## config.mk

```make
export PLATFORM = sky130hd
export DESIGN_NAME = txq_ctrl
export DESIGN_NICKNAME = d
export VERILOG_FILES = /design/src/rtl/txq_pkg.sv /design/src/rtl/txq_lane.sv /design/src/rtl/txq_ptr_bank.sv /design/src/rtl/txq_ctrl.sv
export SDC_FILE = /design/constraint.sdc
export NUM_CORES = 1
export LEC_CHECK = 0
export BUFFER_PORTS_ARGS = -buffer_cell sky130_fd_sc_hd__buf_2
export CAP_MARGIN = 20
export CORE_MARGIN = 3
export CORE_UTILIZATION = 49
export DETAILED_ROUTE_END_ITERATION = 8
export PLACE_DENSITY_LB_ADDON = 0.15
export SLEW_MARGIN = 20
export SYNTH_ARGS = -nofsm -noshare
export SYNTH_HDL_FRONTEND = slang
export SYNTH_SLANG_ARGS = --single-unit
```

## constraint.sdc

```tcl
create_clock -name clk -period 3.5 [get_ports clk]
set_input_delay 0.525 -clock clk [delete_from_list [all_inputs] [get_ports clk]]
set_output_delay 0.525 -clock clk [all_outputs]
set_load 0.03 [all_outputs]
```

## src/rtl/txq_pkg.sv

```systemverilog
package txq_pkg;
    localparam int unsigned TXQ_NUM_Q_DEF = 10;
    localparam int unsigned TXQ_CNT_W_DEF = 8;
    localparam int unsigned TXQ_PTR_W_DEF = 32;

    // Width of a queue select able to address n queues.
    function automatic int unsigned sel_width(input int unsigned n);
        return (n > 1) ? $clog2(n) : 1;
    endfunction
endpackage

```

## src/rtl/txq_lane.sv

```systemverilog
module txq_lane #(
    parameter int unsigned CNT_W = txq_pkg::TXQ_CNT_W_DEF
) (
    input  logic             clk,
    input  logic             rst_n,
    input  logic             start_i,
    input  logic             stop_set_i,
    input  logic             stop_clr_i,
    input  logic             flush_wr_i,
    input  logic             flush_val_i,
    input  logic             enq_i,
    input  logic             cmpl_i,
    output logic             run_o,
    output logic             stop_o,
    output logic             flush_o,
    output logic             disc_o,
    output logic [CNT_W-1:0] cnt_o
);
    localparam logic [CNT_W-1:0] CNT_MAX = '1;

    typedef struct packed {
        logic             run;
        logic             stop;
        logic             flush;
        logic [CNT_W-1:0] cnt;
    } lane_t;

    lane_t lane_d, lane_q;
    logic  empty, disc, dec;

    always_comb begin
        empty  = (lane_q.cnt == '0);
        disc   = lane_q.stop & lane_q.flush & ~empty;
        dec    = (cmpl_i | disc) & ~empty;
        lane_d = lane_q;

        if (stop_clr_i)      lane_d.stop = 1'b0;
        else if (stop_set_i) lane_d.stop = 1'b1;

        if (flush_wr_i) lane_d.flush = flush_val_i;

        if (lane_q.stop && empty)          lane_d.run = 1'b0;
        else if (start_i && !lane_q.stop)  lane_d.run = 1'b1;

        if (enq_i && dec)                       lane_d.cnt = lane_q.cnt;
        else if (enq_i && lane_q.cnt != CNT_MAX) lane_d.cnt = lane_q.cnt + 1'b1;
        else if (dec)                            lane_d.cnt = lane_q.cnt - 1'b1;
    end

    always_ff @(posedge clk or negedge rst_n) begin
        if (!rst_n) lane_q <= '0;
        else        lane_q <= lane_d;
    end

    assign run_o   = lane_q.run;
    assign stop_o  = lane_q.stop;
    assign flush_o = lane_q.flush;
    assign disc_o  = disc;
    assign cnt_o   = lane_q.cnt;

    assert_start_blocked_R3: assert property (@(posedge clk) disable iff (!rst_n)
        (stop_o && !run_o) |=> !run_o);
    assert_run_held_R5: assert property (@(posedge clk) disable iff (!rst_n)
        $fell(run_o) |-> ($past(stop_o) && $past(cnt_o) == '0));
    assert_no_overflow_R7: assert property (@(posedge clk) disable iff (!rst_n)
        (cnt_o == CNT_MAX && enq_i && !cmpl_i && !disc_o) |=> cnt_o == CNT_MAX);
    assert_no_underflow_R7: assert property (@(posedge clk) disable iff (!rst_n)
        (cnt_o == '0 && !enq_i) |=> cnt_o == '0);
    assert_discard_gated_R8: assert property (@(posedge clk) disable iff (!rst_n)
        disc_o |-> (flush_o && stop_o && cnt_o != '0));
endmodule

```

## src/rtl/txq_ptr_bank.sv

```systemverilog
module txq_ptr_bank #(
    parameter int unsigned NUM_Q  = txq_pkg::TXQ_NUM_Q_DEF,
    parameter int unsigned PTR_W  = txq_pkg::TXQ_PTR_W_DEF,
    parameter int unsigned QSEL_W = txq_pkg::sel_width(NUM_Q)
) (
    input  logic                   clk,
    input  logic                   rst_n,
    input  logic                   wr_i,
    input  logic [QSEL_W-1:0]      sel_i,
    input  logic [PTR_W-1:0]       data_i,
    input  logic [NUM_Q-1:0]       active_i,
    output logic [NUM_Q*PTR_W-1:0] ptr_o,
    output logic [NUM_Q-1:0]       err_o
);
    typedef struct packed {
        logic [NUM_Q-1:0][PTR_W-1:0] ptr;
        logic [NUM_Q-1:0]            err;
    } bank_t;

    bank_t bank_d, bank_q;

    always_comb begin
        bank_d = bank_q;
        for (int q = 0; q < NUM_Q; q++) begin
            if (wr_i && 32'(sel_i) == q) begin
                if (active_i[q]) bank_d.err[q] = 1'b1;
                else             bank_d.ptr[q] = data_i;
            end
        end
    end

    always_ff @(posedge clk or negedge rst_n) begin
        if (!rst_n) bank_q <= '0;
        else        bank_q <= bank_d;
    end

    assign ptr_o = bank_q.ptr;
    assign err_o = bank_q.err;

    assert_blocked_ptr_R10: assert property (@(posedge clk) disable iff (!rst_n)
        (wr_i && 32'(sel_i) < NUM_Q && active_i[sel_i]) |=> $stable(ptr_o));
    assert_err_sticky_R10: assert property (@(posedge clk) disable iff (!rst_n)
        ((err_o & $past(err_o)) == $past(err_o)));
    assert_bad_sel_R11: assert property (@(posedge clk) disable iff (!rst_n)
        (wr_i && 32'(sel_i) >= NUM_Q) |=> ($stable(ptr_o) && $stable(err_o)));
endmodule

```

## src/rtl/txq_ctrl.sv

```systemverilog
module txq_ctrl #(
    parameter int unsigned NUM_Q  = txq_pkg::TXQ_NUM_Q_DEF,
    parameter int unsigned CNT_W  = txq_pkg::TXQ_CNT_W_DEF,
    parameter int unsigned PTR_W  = txq_pkg::TXQ_PTR_W_DEF,
    parameter int unsigned QSEL_W = txq_pkg::sel_width(NUM_Q)
) (
    input  logic                   clk,
    input  logic                   rst_n,
    input  logic                   start_wr,
    input  logic [NUM_Q-1:0]       start_data,
    input  logic                   stop_wr,
    input  logic [NUM_Q-1:0]       stop_data,
    input  logic                   flush_wr,
    input  logic [NUM_Q-1:0]       flush_data,
    input  logic [NUM_Q-1:0]       enq_i,
    input  logic [NUM_Q-1:0]       cmpl_i,
    input  logic                   ptr_wr,
    input  logic [QSEL_W-1:0]      ptr_sel,
    input  logic [PTR_W-1:0]       ptr_data,
    output logic [NUM_Q-1:0]       run_o,
    output logic [NUM_Q-1:0]       stop_o,
    output logic [NUM_Q-1:0]       flush_o,
    output logic [NUM_Q-1:0]       discard_o,
    output logic [NUM_Q*CNT_W-1:0] pend_o,
    output logic [NUM_Q*PTR_W-1:0] ptr_o,
    output logic [NUM_Q-1:0]       ptr_err_o
);
    logic stop_clr_all;
    assign stop_clr_all = stop_wr && (stop_data == '0);

    for (genvar q = 0; q < NUM_Q; q++) begin : g_lane
        txq_lane #(.CNT_W(CNT_W)) u_lane (
            .clk         (clk),
            .rst_n       (rst_n),
            .start_i     (start_wr & start_data[q]),
            .stop_set_i  (stop_wr & stop_data[q]),
            .stop_clr_i  (stop_clr_all),
            .flush_wr_i  (flush_wr),
            .flush_val_i (flush_data[q]),
            .enq_i       (enq_i[q]),
            .cmpl_i      (cmpl_i[q]),
            .run_o       (run_o[q]),
            .stop_o      (stop_o[q]),
            .flush_o     (flush_o[q]),
            .disc_o      (discard_o[q]),
            .cnt_o       (pend_o[q*CNT_W +: CNT_W])
        );
    end

    txq_ptr_bank #(.NUM_Q(NUM_Q), .PTR_W(PTR_W), .QSEL_W(QSEL_W)) u_ptr (
        .clk      (clk),
        .rst_n    (rst_n),
        .wr_i     (ptr_wr),
        .sel_i    (ptr_sel),
        .data_i   (ptr_data),
        .active_i (run_o),
        .ptr_o    (ptr_o),
        .err_o    (ptr_err_o)
    );

    assert_stop_clear_R4: assert property (@(posedge clk) disable iff (!rst_n)
        stop_clr_all |=> stop_o == '0);
    assert_start_sets_R2: assert property (@(posedge clk) disable iff (!rst_n)
        (start_wr && !stop_wr) |=> ((run_o | $past(stop_o)) & $past(start_data)) == $past(start_data));
endmodule

```

==> out/metrics.csv, run 1 <==
stage,metric,value,unit
run_status,status,"finished, final reports clean",
setup_path,WP data arrival,3540,ps
placed_design,dpl hpwl,42.5,mm
logic_synthesis,Syn Inst Count,1489,
finish,Layout area overhead,22.8,%
finish,post-route insts no fill,2563,
timing,clk_skew,13.1,ps
logic_synthesis,Synth warnings,0,
logic_synthesis,fraction of registers with async set/reset,1.00,
setup_path,CP Launch Type,flop,
pwr,Peak VDD IR,610,uV
finish,# fillers,3202,
floorplanning,Die Ht,208,um
setup_path,r2r setup slk,410,ps
setup_path,data required time of the worst path,3960,ps
logic_synthesis,"area leader, netlist",dfrtp_1,
global_routing,vias in the first global route,14300,
placed_design,Final Wtd Congestion,0.939,
global_routing,All-Layer GR Usage,0.260,
setup_path,CP Max Fanout,8,
placed_design,dpl ws,383,ps
pwr,PD cells,916,nW/um2
setup_path,worst r2r src,g_lane[9].u_lane.cnt_o[0]$_DFFE_PN0P_,
setup_path,RR Endpoint,g_lane[9].u_lane.cnt_o[6]$_DFFE_PN0P_,
floorplanning,die area,43400,um2
clock_tree,Post-CTS Setup Inserts,0,
clock_tree,post-cts resize count,0,
clock_tree,CTS buffer count,47,
placed_design,placed inst area,23100,um2
setup_path,Worst setup startpoint,g_lane[9].u_lane.cnt_o[0]$_DFFE_PN0P_,
route,ANT nets after route,0,
run,max_cap viols,0,
clock_tree,H-tree levels,2,
placed_design,dpl cells,2474,
floorplanning,IO Pins,542,
route,Vias/cell,5.47,
logic_synthesis,Synth Area in Simple Gates,0.0527,
route,Post-Route WL,57.8,mm
timing,Min Hold Slack,13.8,ps
floorplanning,Rows,73,
timing,final setup margin,415,ps
timing,Max-slew headroom,0.312,
global_routing,initial antenna violation count,6,
logic_synthesis,main combinational cell family by area after synthesis,multiplexers,
worst_hold_path,Worst Hold Class,in -> async,
logic_synthesis,number of synthesized register bits,440,
timing,post-route clock period utilization,0.881,
timing,fmax,324,MHz
logic_synthesis,Netlist cell types,54,
setup_path,crit path kind,reg -> reg,
setup_path,CP Capture Type,flop,
route,Routed WL per cell,22.5,um
clock_tree,CTS sink cnt,440,
placed_design,IO Port Bufs,541,
clock_tree,CTS tree,yes,
logic_synthesis,syn nets,1652,
logic_synthesis,xor/xnor share of the synthesized area,0.0302,
clock_tree,hold_buf cts,0,
finish,nets,2162,
clock_tree,Root Buffer,clkbuf_16,
clock_tree,clock slew at reported path FFs,60,ps
timing,post-route minimum period,3090,ps
timing,final hold vios,0,
logic_synthesis,Syn Area/Cell,13.5,um2
logic_synthesis,mux contribution to synthesized area,0.224,
logic_synthesis,Synth Area in Adders,0.0481,
route,Pre-antenna DRT Iters,4,
logic_synthesis,share of the synthesized area in the top cell type,0.549,
global_routing,GRT Residual Overflow,0,
setup_path,Setup crit end,g_lane[9].u_lane.cnt_o[6]$_DFFE_PN0P_,
timing,Sum Neg Setup Slack,0,ps
timing,max-slew violations,0,
global_routing,largest net degree at the start of global routing,95,
logic_synthesis,"Top FF cell, synth",dfrtp_1,
timing,# setup viols final,0,
route,via count,14000,
clock_tree,latest clock arrival within the worst-skew pair,580,ps
global_routing,first-pass GRT wire length,88.0,mm
timing,RSZ-0062 raised after global routing,no,
finish,layout cell share with drive strength beyond 1,0.507,
logic_synthesis,Synth Area in Compound Gates,0.0619,
setup_path,R2R depth,8,
finish,cell area after layout,24600,um2
floorplanning,DIE WIDTH,208,um
pwr,static leakage power,12.9,nW
route,1st-iter DRT viols,689,
route,drc violations,0,
logic_synthesis,Area contributors post-synth,"dfrtp_1, mux2_2, ha_1",
timing,Least-Margin Pin Slew,1020,ps
floorplanning,Core Region,40100,um2
logic_synthesis,"EDFF count, synth",0,
floorplanning,Initial Util,0.500,
logic_synthesis,post-synthesis cell area,20000,um2
clock_tree,maximum buffer depth of the clock tree,3,
logic_synthesis,sequential share of the synthesized area,0.549,
[cell usage after synthesis (all sizes together), types with 3 or more instances]
master and instances:
a211oi 8, mux2 375, a311o 4, a21oi 96, or2 4, o21bai 5, o21a 6, fa 10
a31oi 3, a21o 23, a31o 5, o311ai 5, xnor2 51, xor2 18, and2 4, buf 108
inv 8, a41o 3, mux2i 14, nand4 20, nor2 52, nor3 9, and3b 3, nor2b 10
and3 10, dfrtp 440, ha 61, nor4 23, nand2b 7, clkbuf 4, o21ai 32, nand2 44
or3 5, o211ai 9
[through the flow]
stage | power [mW] | utilization
after global routing | 23.7 | 0.614
after CTS | 22.7 | 0.613
final | 22.5 | 0.614
after global placement | 17.5 | 0.576
after detailed placement | 17.7 | 0.576
after floorplan | 14.7 | -
[report_power, final]
part           total, mW  internal [mW]  switching [mW]
registers           7.95           6.57            1.38
logic               9.70           3.69            6.02
clock network       4.89           2.86            2.03
[routing by layer]
layer / global-route usage / part of all wire / up-vias
li1: - / - / 6361
met1: 0.317 / 0.40 / 7100
met2: 0.443 / 0.49 / 453
met3: 0.0764 / 0.073 / 114
met4: 0.0909 / 0.035 / 2
met5: 0 / 0.00023 / -
[worst min path at each step]
stage	startpoint	endpoint	slack, ps	cells past startpoint
finish	rst_n	u_ptr.ptr_o[128]$_DFFE_PN0P_	10	1
global route	rst_n	u_ptr.ptr_o[224]$_DFFE_PN0P_	40	1
CTS	rst_n	u_ptr.ptr_o[128]$_DFFE_PN0P_	20	1
detailed placement	u_ptr.err_o[5]$_DFFE_PN0P_	u_ptr.err_o[5]$_DFFE_PN0P_	460	1
global placement	u_ptr.err_o[0]$_DFFE_PN0P_	u_ptr.err_o[0]$_DFFE_PN0P_	450	1
floorplan	rst_n	g_lane[0].u_lane.cnt_o[0]$_DFFE_PN0P_	230	0
[cells by family after synthesis]
| family | after synthesis |
|---|---|
| DFF | 440 |
| muxes | 389 |
| AOI/OAI and AO/OA | 203 |
| and+or+nand+nor | 197 |
| buffers and inverters | 120 |
| adders and majority gates | 71 |
| xor gates and xnor gates | 69 |
[flip-flops by register name, summed over array words and instances (netlist names)]
signal,flops
g_lane.u_lane.cnt_o,80
g_lane.u_lane.flush_o,10
g_lane.u_lane.run_o,10
g_lane.u_lane.stop_o,10
u_ptr.err_o,10
u_ptr.ptr_o,320
[worst max-delay path, stage by stage, from the launching register on]
cell and delay, ps:
dfrtp_1 490, nand4_1 130, o21ai_0 820, ha_1 430, a21o_1 210, a311o_1 340, a21oi_1 210, xnor2_1 80
mux2_2 260
[area by class of cell]
cell class                 count  area, um2  area share
antenna                        5       12.5    0.000508
clock buffer                  71       1380      0.0560
multi-input combinational    929       8380       0.341
sequential                   440      11000       0.447
tap                          525        657      0.0267
inverter                       8       30.0     0.00122
timing repair buffer         573       3010       0.122
clock inverter                12        129     0.00524
[placed cells by master, fill, tap and decap left out, types with 20 or more instances in the layout]
master / count
o21ai_0: 29
nand2_1: 44
buf_4: 27
a21oi_1: 96
buf_2: 540
dfrtp_1: 440
xnor2_1: 51
clkbuf_16: 48
nor4_1: 21
mux2_2: 347
ha_1: 61
nand4_1: 20
a21o_1: 22
nor2_1: 51
No activity file was read; power rests on OpenSTA's default activity.
==> run 2, diff against run 1 <==
CAP_MARGIN = not set   (was 20)
HOLD_SLACK_MARGIN = 0.05   (was not set)
clock period = 3.4 ns   (was 3.5 ns; I/O delays follow)
==> out/metrics.csv, run 2 (same netlist as run 1, synthesis figures left out) <==
stage,metric,value,unit,change
global_routing,All-Layer GR Usage,0.261,,+0.000663
route,drc violations,0,,unchanged
floorplanning,Core Region,40100,um2,unchanged
floorplanning,die area,43400,um2,unchanged
finish,layout cell share with drive strength beyond 1,0.507,,+0.000741
worst_hold_path,Worst Hold Class,in -> reg,,
global_routing,largest net degree at the start of global routing,67,,-29%
floorplanning,IO Pins,542,,unchanged
timing,Least-Margin Pin Slew,1050,ps,+31.8 ps
setup_path,WP buf/inv,0,,unchanged
timing,fmax,323,MHz,-0.20%
finish,# fillers,3248,,+1.4%
placed_design,dpl cells,2474,,unchanged
setup_path,CP Capture Type,flop,,
run_status,status,"finished, final reports clean",,
run,max_cap viols,0,,unchanged
clock_tree,CTS buffer count,47,,unchanged
route,Vias/cell,5.45,,-0.40%
setup_path,CP Launch Type,flop,,
timing,# setup viols final,0,,unchanged
route,max layer used,met5,,
setup_path,CP max-delay cell,o21ai_0,,
pwr,static leakage power,13.0,nW,+0.21%
clock_tree,latest clock arrival within the worst-skew pair,570,ps,about the same
finish,cell area after layout,24700,um2,+0.30%
route,met1 WL,22.7,mm,-1.9%
finish,utilization after layout,0.616,,+0.00184
setup_path,CP Max Fanout,8,,unchanged
timing,Sum Neg Setup Slack,0,ps,unchanged
clock_tree,Post-CTS Setup Inserts,0,,unchanged
floorplanning,Initial Util,0.500,,unchanged
global_routing,vias in the first global route,14500,,+1.3%
clock_tree,Root Buffer,clkbuf_16,,
timing,RSZ-0062 raised after global routing,no,,
finish,Layout area overhead,23.1,%,
clock_tree,CTS tree,yes,,
finish,post-route insts no fill,2561,,-0.078%
placed_design,Final Wtd Congestion,0.914,,-2.6%
setup_path,WP data arrival,3550,ps,about the same
global_routing,initial antenna violation count,5,,-1
setup_path,crit path kind,reg -> reg,,
placed_design,placed inst area,23100,um2,+0.11%
route,1st-iter DRT viols,632,,-8.3%
timing,final hold vios,0,,unchanged
placed_design,IO Port Bufs,541,,unchanged
floorplanning,Die Ht,208,um,unchanged
setup_path,CP Cell Sequence,nand4_1 > o21ai_0 > ha_1 > a21o_1 > a311o_1 > a21oi_1 > xnor2_1 > mux2_4,,
timing,post-route clock period utilization,0.909,,+0.0277
timing,max-slew violations,0,,unchanged
clock_tree,clock slew at reported path FFs,60,ps,about the same
route,via count,14000,,-0.48%
route,Post-Route WL,57.5,mm,-0.43%
floorplanning,DIE WIDTH,208,um,unchanged
floorplanning,Rows,73,,unchanged
finish,max FFs per register,320,,unchanged
finish,most frequent cells in the layout,"buf_2, dfrtp_1, mux2_2, a21oi_1, ha_1",,
route,Routed WL per cell,22.5,um,-0.36%
global_routing,first-pass GRT wire length,88.2,mm,+0.30%
timing,post-route minimum period,3090,ps,+6.18 ps
setup_path,data required time of the worst path,3860,ps,-100 ps
global_routing,GRT Residual Overflow,0,,unchanged
route,ANT nets after route,0,,unchanged
route,WL met3,4.13,mm,-1.6%
timing,Max-slew headroom,0.290,,-0.0214
route,Pre-antenna DRT Iters,4,,unchanged
route,DR WL met2,28.7,mm,+0.97%
finish,"commonest non-fill, non-tap cell in the layout",buf_2,,
clock_tree,CTS sink cnt,440,,unchanged
timing,clk_skew,10.7,ps,-2.44 ps
clock_tree,maximum buffer depth of the clock tree,3,,unchanged
finish,nets,2162,,unchanged
clock_tree,H-tree levels,2,,unchanged
pwr,PD cells,943,nW/um2,+3.0%
placed_design,dpl hpwl,42.6,mm,+0.27%
setup_path,max incr delay on CP,850,ps,+30 ps
pwr,Peak VDD IR,561,uV,-8.1%
setup_path,largest delay contributor family on the critical path,compound AO/OA/AOI/OAI gates,,
## run 2: cell types whose count changed in the layout (fill, tap and decap cells not counted), moves of 2 or more
| cell | before | now |
|---|---|---|
| clkinv_2 | 7 | 5 |
| buf_4 | 27 | 25 |
| clkbuf_1 | 14 | 11 |
| buf_12 | 4 | 6 |
| clkbuf_8 | 9 | 12 |
| clkinvlp_4 | 0 | 2 |
## run 2: stage by stage
stage	total power [mW]	setup WS (ps)	hold WS [ps]
finish	23.3	309	164
global route	24.6	116	147
CTS	23.5	316	133
detailed placement	18.3	322	454
global placement	18.0	287	448
floorplan	15.2	475	214
## run 2: final timing paths
kind / from / endpoint / slack (ps) / depth (start not counted)
setup reg to reg: g_lane[1].u_lane.cnt_o[0]$_DFFE_PN0P_ / g_lane[1].u_lane.cnt_o[6]$_DFFE_PN0P_ / 310 / 8
hold / removal: flush_data[0] / g_lane[0].u_lane.flush_o$_DFFE_PN0P_ / 160 / 2
max in group asynchronous: rst_n / u_ptr.ptr_o[25]$_DFFE_PN0P_ / 1880 / 4
min in group asynchronous: rst_n / u_ptr.ptr_o[269]$_DFFE_PN0P_ / 480 / 2
setup / recovery: g_lane[1].u_lane.cnt_o[0]$_DFFE_PN0P_ / g_lane[1].u_lane.cnt_o[6]$_DFFE_PN0P_ / 310 / 8
hold reg to reg: u_ptr.err_o[2]$_DFFE_PN0P_ / u_ptr.err_o[2]$_DFFE_PN0P_ / 470 / 1
## run 2: cell type report
cell class | instances | area (um2) | area share
sequential | 440 | 11000 | 0.446
multi-input combinational | 929 | 8380 | 0.340
timing repair buffer | 573 | 3040 | 0.123
clock buffer | 72 | 1430 | 0.0580
tap | 525 | 657 | 0.0266
clock inverter | 10 | 120 | 0.00487
inverter | 8 | 30.0 | 0.00122
antenna | 4 | 10.0 | 0.000406
## run 2: metal layers
metal  up-vias  track usage
met5         -            0
met4         2       0.0914
met3       102       0.0730
met2       438        0.450
met1      7071        0.316
li1       6350            -
## run 2: where the power goes
group / internal [mW] / switching [mW] / total (mW)
logic: 3.80 / 6.18 / 9.98
registers: 6.76 / 1.43 / 8.19
clock network: 3.05 / 2.06 / 5.11
total: 13.6 / 9.68 / 23.3
## run 2: what timing repair did
item | 4_1_cts | 5_1_grt
gates resized for setup | 0 | 0
endpoints found under the hold margin | 58 | 0
hold buffers | 1 | 0
